<file path="src/rtl/tsb_pkg.sv">
package tsb_pkg;

  typedef enum logic [1:0] {
    ST_IDLE = 2'd0,
    ST_FILL = 2'd1,
    ST_SAVE = 2'd2
  } tsb_state_e;

  // next slot upward in a ring of d slots
  function automatic int ring_next(input int idx, input int d);
    return (idx == d - 1) ? 0 : idx + 1;
  endfunction

  // previous slot in a ring of d slots
  function automatic int ring_prev(input int idx, input int d);
    return (idx == 0) ? d - 1 : idx - 1;
  endfunction

  // slot of the deepest entry, given the free slot above the top and the occupancy
  function automatic int ring_deepest(input int top, input int occ, input int d);
    return (top + d - occ) % d;
  endfunction

endpackage

</file>
<file path="src/rtl/tsb_ring.sv">
module tsb_ring
  import tsb_pkg::*;
#(
  parameter int DEPTH = 8,
  parameter int DW    = 16
) (
  input  logic                          clk,
  input  logic                          rst_n,
  input  logic                          push,
  input  logic [DW-1:0]                 wdata,
  input  logic                          pop,
  input  logic                          drop,
  input  logic                          clear,
  output logic [DW-1:0]                 top_data,
  output logic [DW-1:0]                 deep_data,
  output logic [$clog2(DEPTH+1)-1:0]    occ,
  output logic                          full,
  output logic                          empty
);
  localparam int IW = (DEPTH > 1) ? $clog2(DEPTH) : 1;
  localparam int OW = $clog2(DEPTH + 1);

  logic [DW-1:0] slot_q [DEPTH];
  logic [IW-1:0] top_q;
  logic [OW-1:0] occ_q;
  logic [IW-1:0] prev_idx, next_idx, deep_idx;

  assign prev_idx = IW'(ring_prev(int'(top_q), DEPTH));
  assign next_idx = IW'(ring_next(int'(top_q), DEPTH));
  assign deep_idx = IW'(ring_deepest(int'(top_q), int'(occ_q), DEPTH));

  always_ff @(posedge clk) begin
    if (push) slot_q[top_q] <= wdata;
  end

  always_ff @(posedge clk) begin
    if (!rst_n) begin
      top_q <= '0;
      occ_q <= '0;
    end else if (clear) begin
      occ_q <= '0;
    end else begin
      if (push)     top_q <= next_idx;
      else if (pop) top_q <= prev_idx;
      case ({push, pop | drop})
        2'b10:   occ_q <= occ_q + OW'(1);
        2'b01:   occ_q <= occ_q - OW'(1);
        default: occ_q <= occ_q;
      endcase
    end
  end

  assign top_data  = slot_q[prev_idx];
  assign deep_data = slot_q[deep_idx];
  assign occ       = occ_q;
  assign full      = (occ_q == OW'(DEPTH));
  assign empty     = (occ_q == '0);


  ring_cmd_excl_chk: assert property (@(posedge clk) disable iff (!rst_n)
    $onehot0({push, pop, drop}));

  ring_occ_bound_chk: assert property (@(posedge clk) disable iff (!rst_n)
    occ_q <= OW'(DEPTH));

  ring_pop_nonempty_chk: assert property (@(posedge clk) disable iff (!rst_n)
    (pop | drop) |-> !empty);

  ring_push_nonfull_chk: assert property (@(posedge clk) disable iff (!rst_n)
    push |-> !full);

endmodule

</file>
<file path="src/rtl/tsb_ctrl.sv">
module tsb_ctrl
  import tsb_pkg::*;
#(
  parameter int AW = 16
) (
  input  logic          clk,
  input  logic          rst_n,
  input  logic          push_req,
  input  logic          pop_req,
  input  logic          ctx_save,
  input  logic          ctx_restore,
  input  logic [AW-1:0] restore_ptr,
  input  logic          full,
  input  logic          empty,
  output logic          ring_push,
  output logic          ring_sel_fill,
  output logic          ring_pop,
  output logic          ring_drop,
  output logic          ring_clear,
  output logic          underflow_now,
  output logic          stall,
  output logic          underflow_err,
  output logic          ctx_done,
  output logic [AW-1:0] spill_ptr,
  output logic          mem_en,
  output logic          mem_we,
  output logic [AW-1:0] mem_addr
);
  tsb_state_e    st_q;
  logic [AW-1:0] ptr_q;
  logic          err_q;

  logic idle, quiet, pop_sel;
  logic spill_go, push_go, pop_hit, fill_go, save_go, rest_go, save_wr, save_end;

  assign idle     = (st_q == ST_IDLE);
  assign quiet    = idle & !push_req & !pop_req;
  assign pop_sel  = idle & pop_req & !push_req;
  assign spill_go = idle & push_req & full;
  assign push_go  = idle & push_req & !full;
  assign pop_hit  = pop_sel & !empty;
  assign fill_go  = pop_sel & empty & (ptr_q != '0);
  assign underflow_now = pop_sel & empty & (ptr_q == '0);
  assign save_go  = quiet & ctx_save;
  assign rest_go  = quiet & ctx_restore & !ctx_save;
  assign save_wr  = (st_q == ST_SAVE) & !empty;
  assign save_end = (st_q == ST_SAVE) & empty;

  always_ff @(posedge clk) begin
    if (!rst_n) begin
      st_q  <= ST_IDLE;
      ptr_q <= '0;
      err_q <= 1'b0;
    end else begin
      if (underflow_now) err_q <= 1'b1;
      case (st_q)
        ST_IDLE: begin
          if (fill_go)      st_q <= ST_FILL;
          else if (save_go) st_q <= ST_SAVE;
          if (spill_go)     ptr_q <= ptr_q + AW'(1);
          else if (rest_go) ptr_q <= restore_ptr;
        end
        ST_FILL: begin
          st_q  <= ST_IDLE;
          ptr_q <= ptr_q - AW'(1);
        end
        ST_SAVE: begin
          if (save_end) st_q <= ST_IDLE;
          else          ptr_q <= ptr_q + AW'(1);
        end
        default: st_q <= ST_IDLE;
      endcase
    end
  end

  assign ring_push     = push_go | (st_q == ST_FILL);
  assign ring_sel_fill = (st_q == ST_FILL);
  assign ring_pop      = pop_hit;
  assign ring_drop     = spill_go | save_wr;
  assign ring_clear    = rest_go;
  assign stall         = !idle | spill_go | fill_go;
  assign underflow_err = err_q;
  assign ctx_done      = save_end | rest_go;
  assign spill_ptr     = ptr_q;
  assign mem_en        = spill_go | fill_go | save_wr;
  assign mem_we        = spill_go | save_wr;
  assign mem_addr      = fill_go ? (ptr_q - AW'(1)) : ptr_q;


  mem_needs_stall_chk: assert property (@(posedge clk) disable iff (!rst_n)
    mem_en |-> stall);

  spill_ptr_step_chk: assert property (@(posedge clk) disable iff (!rst_n)
    (idle && push_req && full) |=> (ptr_q == $past(ptr_q) + AW'(1)) && !full);

  fill_lands_chk: assert property (@(posedge clk) disable iff (!rst_n)
    (st_q == ST_FILL) |=> !empty && idle);

  underflow_sticky_chk: assert property (@(posedge clk) disable iff (!rst_n)
    err_q |=> err_q);

  restore_load_chk: assert property (@(posedge clk) disable iff (!rst_n)
    rest_go |=> empty && (ptr_q == $past(restore_ptr)));

  cmd_blocked_chk: assert property (@(posedge clk) disable iff (!rst_n)
    (idle && (push_req || pop_req)) |-> !ctx_done);

endmodule

</file>
<file path="src/rtl/tos_spill_buffer.sv">
module tos_spill_buffer
  import tsb_pkg::*;
#(
  parameter int DEPTH = 8,
  parameter int DW    = 16,
  parameter int AW    = 16
) (
  input  logic          clk,
  input  logic          rst_n,
  input  logic          push_req,
  input  logic [DW-1:0] push_data,
  input  logic          pop_req,
  output logic [DW-1:0] pop_data,
  output logic          stall,
  output logic          underflow_err,
  input  logic          ctx_save,
  input  logic          ctx_restore,
  input  logic [AW-1:0] restore_ptr,
  output logic          ctx_done,
  output logic [AW-1:0] spill_ptr,
  output logic          mem_en,
  output logic          mem_we,
  output logic [AW-1:0] mem_addr,
  output logic [DW-1:0] mem_wdata,
  input  logic [DW-1:0] mem_rdata
);
  localparam int OW = $clog2(DEPTH + 1);

  logic          ring_push, ring_sel_fill, ring_pop, ring_drop, ring_clear;
  logic          full, empty, underflow_now;
  logic [DW-1:0] ring_wdata, top_data, deep_data;
  logic [OW-1:0] occ;

  assign ring_wdata = ring_sel_fill ? mem_rdata : push_data;

  tsb_ring #(.DEPTH(DEPTH), .DW(DW)) u_ring (
    .clk       (clk),
    .rst_n     (rst_n),
    .push      (ring_push),
    .wdata     (ring_wdata),
    .pop       (ring_pop),
    .drop      (ring_drop),
    .clear     (ring_clear),
    .top_data  (top_data),
    .deep_data (deep_data),
    .occ       (occ),
    .full      (full),
    .empty     (empty)
  );

  tsb_ctrl #(.AW(AW)) u_ctrl (
    .clk           (clk),
    .rst_n         (rst_n),
    .push_req      (push_req),
    .pop_req       (pop_req),
    .ctx_save      (ctx_save),
    .ctx_restore   (ctx_restore),
    .restore_ptr   (restore_ptr),
    .full          (full),
    .empty         (empty),
    .ring_push     (ring_push),
    .ring_sel_fill (ring_sel_fill),
    .ring_pop      (ring_pop),
    .ring_drop     (ring_drop),
    .ring_clear    (ring_clear),
    .underflow_now (underflow_now),
    .stall         (stall),
    .underflow_err (underflow_err),
    .ctx_done      (ctx_done),
    .spill_ptr     (spill_ptr),
    .mem_en        (mem_en),
    .mem_we        (mem_we),
    .mem_addr      (mem_addr)
  );

  assign mem_wdata = deep_data;
  assign pop_data  = underflow_now ? '0 : top_data;


  underflow_zero_chk: assert property (@(posedge clk) disable iff (!rst_n)
    underflow_now |-> (pop_data == '0) && !stall);

  save_only_occupied_chk: assert property (@(posedge clk) disable iff (!rst_n)
    (mem_en && mem_we && !push_req) |-> (occ != '0));

endmodule

</file>
<file path="config.mk">
export PLATFORM = sky130hd
export DESIGN_NAME = tos_spill_buffer
export DESIGN_NICKNAME = d
export VERILOG_FILES = /design/src/rtl/tsb_pkg.sv /design/src/rtl/tsb_ring.sv /design/src/rtl/tsb_ctrl.sv /design/src/rtl/tos_spill_buffer.sv
export SDC_FILE = /design/constraint.sdc
export NUM_CORES = 1
export LEC_CHECK = 0
export BUFFER_PORTS_ARGS = -buffer_cell sky130_fd_sc_hd__buf_2
export CAP_MARGIN = 20
export CELL_PAD_IN_SITES_DETAIL_PLACEMENT = 1
export CELL_PAD_IN_SITES_GLOBAL_PLACEMENT = 2
export CORE_UTILIZATION = 43
export DETAILED_ROUTE_END_ITERATION = 12
export PLACE_DENSITY = 0.88
export SLEW_MARGIN = 10
export SYNTH_ARGS = -nofsm -noshare
export SYNTH_HDL_FRONTEND = slang
export SYNTH_SLANG_ARGS = --single-unit
</file>
<file path="constraint.sdc">
create_clock -name clk -period 4.75 [get_ports clk]
set_clock_uncertainty 0.1 [all_clocks]
set_input_delay 0.2375 -clock clk [delete_from_list [all_inputs] [get_ports clk]]
set_output_delay 0.2375 -clock clk [all_outputs]
set_load 0.02 [all_outputs]
</file>
==> impl_metrics.yaml <==
cts:
  root_buffer: "clkbuf_16"
  clock-sinks: 154
  cts_buffers: 17
  cts_tree: "built"
  post-cts-setup-buffers: 0
  ctsLongestPathBuffers: 2
  cts_max_level: 4
  postCtsHoldBufs: 0
  insertion_delay_ps: 440
  ctsResizeCount: 0
  path_clk_slew_ps: 70
timing:
  rsz0062_at_grt: "no"
  maxSlewHeadroom_pct: 28.5
  hold_viol_final: 0
  fin_crit_sh_pct: 81.0
  finalMaxSlewViolations: 0
  fin_setup_tns_ps: 0
  tightestPinTransition_ps: 1070
  whs_ps: 15.5
  fin_crit_ps: 3850
  setup_viol: 0
  fmax_mhz: 260
pwr:
  power_density_mw_per_mm2: 820
  power_leakage_nw: 3.69
  ir_worst_vdd_mv: 0.385
synth:
  synth_edf_count: 128
  yosys.area_share.simple_pct: 11.1
  synthDistinctLibCells: 80
  synthCells: 680
  yosys_warnings: 0
  synth_xor_area_share_pct: 3.60
  synth_ff_type: "edfxtp_1"
  syn_nets: 750
  synth-adder-area-share_pct: 2.31
  syn_area_mm2: 0.00900
  synth_mux_area_share_pct: 22.0
  ys_seq_area_share_pct: 48.5
  synth_compound_area_share_pct: 8.74
  avgSynthCellArea_um2: 13.2
  synthArstFlopShare_pct: 0
  ys_ff_latch: 154
  synth_top_family_by_area: "multiplexers"
cells_and_area:
  n_fill_cell: 2104
  drive_gt1_share_pct: 37.9
  area.sequential_mm2: 0.00436
  diodes: 0
  multi_input_area_mm2: 0.00433
  syn2layout_area_growth_pct: 16.2
  fin_nets: 854
placed_design:
  numPortBuffers: 122
  gp_congestion: 0.822
  hpwl_mm: 16.8
floorplan:
  core_mm2: 0.0204
  ioPinCount: 123
  start_util_pct: 44.2
  die_y_um: 147
  rows: 52
  dieArea_mm2: 0.0215
  die_w_um: 147
critical_path:
  crit_path_start_kind: "flip-flop"
  crit_family: "multiplexers"
  r2r_slack_ps: 1490
  reg2reg_depth: 11
  cp_slowest_cell: "nor2_4"
  arrival_ps: 3510
  r2r-end: "u_ring.occ[2]"
  crit_chain: "inv_1 > ha_1 > ha_1 > nor2_4 > buf_12 > mux4_2 > mux2i_1 > nor2_1 > buf_2"
  worstSetupEndpointType: "primary output"
  crit_required_ps: 4410
  crit_fanout: 17
  cpMostUsedCell: "ha_1"
  path_buf_inv: 3
  cpPeakStageDelay_ps: 630
  path_class: "reg -> out"
  reg2reg_from: "u_ctrl.st_q[0]"
run_status:
  outcome: "finished clean"
grt:
  grt_usage_pct: 24.6
  antenna_found_initial: 1
  overflow: 0
  grt_pass1_vias: 6864
  grt_first_pass_wirelength_mm: 40.0
  grt_max_degree: 33
drt:
  vias_per_cell: 6.08
  drtAntennaViolNets: 0
  vias: 6488
  drt-total-wl_mm: 25.5
  drt-pass1-iter-count: 4
  routedWlPerCell_um: 23.9
  drcViolationCount: 0
  drtIter0Drc: 437
worst_hold_path:
  hp-class: "in -> reg"
  min_path_cells: 3
  holdCritStartpoint: "ctx_save"
  worstHoldEndpoint: "u_ctrl.st_q[1]"
job:
  cap_violations: 0
where the power goes:
group          total, mW  switching (mW)  internal (mW)
sequential          2.15           0.351           1.79
clock               1.36           0.647          0.711
combinational       5.07            2.93           2.15
cell usage in the layout (no fill, tap or decap), types with 3 or more instances in the layout:
master     count
or4_4          3
nor2_1        55
nor4_1         6
o21ai_0       26
a211oi_1       7
nor3_2         4
buf_2        122
o21ai_1        5
clkbuf_16     17
mux2_2        32
clkinv_8       3
ha_1          14
a21oi_1       22
a221oi_1       3
a31oi_1       11
nand4_1        4
inv_8          7
edfxtp_1     128
dfxtp_1       26
o221ai_1       5
nor4_4         3
o211ai_1       6
inv_1         14
xor2_1        11
xnor2_1       25
nand2_1       50
or3_1          3
nor3_1         9
buf_4         15
mux4_2        64
mux2i_1       18
nand3_1       14
a221o_1        4
cell type report:
cell class | count | area share [%]
Clock buffer | 17 | 4.07
Clock inverter | 15 | 1.63
Inverter | 16 | 0.574
Multi-Input combinational cell | 456 | 41.4
Sequential cell | 154 | 41.7
Tap cell | 270 | 3.23
Timing Repair Buffer | 139 | 7.37
worst max-delay path by stage:
stage / cells after the start / end / startpoint
final: 9 / pop_data[11] / u_ring.top_q[0]
after global placement: 9 / pop_data[11] / u_ring.top_q[0]
after global routing: 9 / pop_data[11] / u_ring.top_q[0]
after floorplan: 7 / u_ring.slot_q[4][0] / u_ctrl.st_q[0]
after CTS: 9 / pop_data[11] / u_ring.top_q[0]
after detailed placement: 9 / pop_data[11] / u_ring.top_q[0]
metal layers:
metal	GRT usage (%)	vias up	share of wire [%]
met1	31.9	3323	42
met4	7.14	2	1.4
met3	4.50	30	5.8
met5	0	-	0.043
met2	42.0	257	51
li1	-	2876	-
synthesized netlist by cell type (all sizes together) (18+ instances only):
cell	n	share of area [%]
a21oi	22	1.2
buf	31	2.1
clkbuf	23	1.0
dfxtp	26	5.8
edfxtp	128	43
mux2	32	4.0
mux2i	18	2.0
mux4	64	16
nand2	50	2.1
nor2	57	2.4
o21ai	32	1.8
xnor2	26	2.5
through the flow:
| step | util (%) | cells | instance area, µm² | setup slack, ps | power (mW) |
|---|---|---|---|---|---|
| CTS | 51.2 | 1066 | 10400 | 843 | 8.58 |
| global placement | 48.3 | 1034 | 9840 | 1510 | 6.99 |
| finish | 51.4 | 1067 | 10500 | 904 | 8.58 |
| global route | 51.4 | 1067 | 10500 | 609 | 9.03 |
| floorplan | - | 680 | 9000 | 1960 | 5.91 |
| detailed placement | 48.3 | 1034 | 9840 | 1350 | 7.18 |
sequential cells by signal (all words and copies together), names as in the netlist:
register / count
u_ctrl.spill_ptr: 16
u_ctrl.st_q: 2
u_ctrl.underflow_err: 1
u_ring.occ: 4
u_ring.slot_q: 128
u_ring.top_q: 3
worst register-to-register path: stages, from the launching register on:
cell and delay, ps:
dfxtp_1 330, inv_1 110, ha_1 760, nand2_1 370
nand3_1 210, ha_1 280, xor2_1 170, ha_1 170
a21oi_1 50, xor2_1 170, or3_1 310, a21oi_1 150
logic make-up after synthesis:
group           after synthesis
flops                       154
xor+xnor                     37
simple gates                178
mux                         114
compound gates              111
buf+inv                      70
fa+ha+maj                    16
No activity file was read; power rests on OpenSTA's default activity.
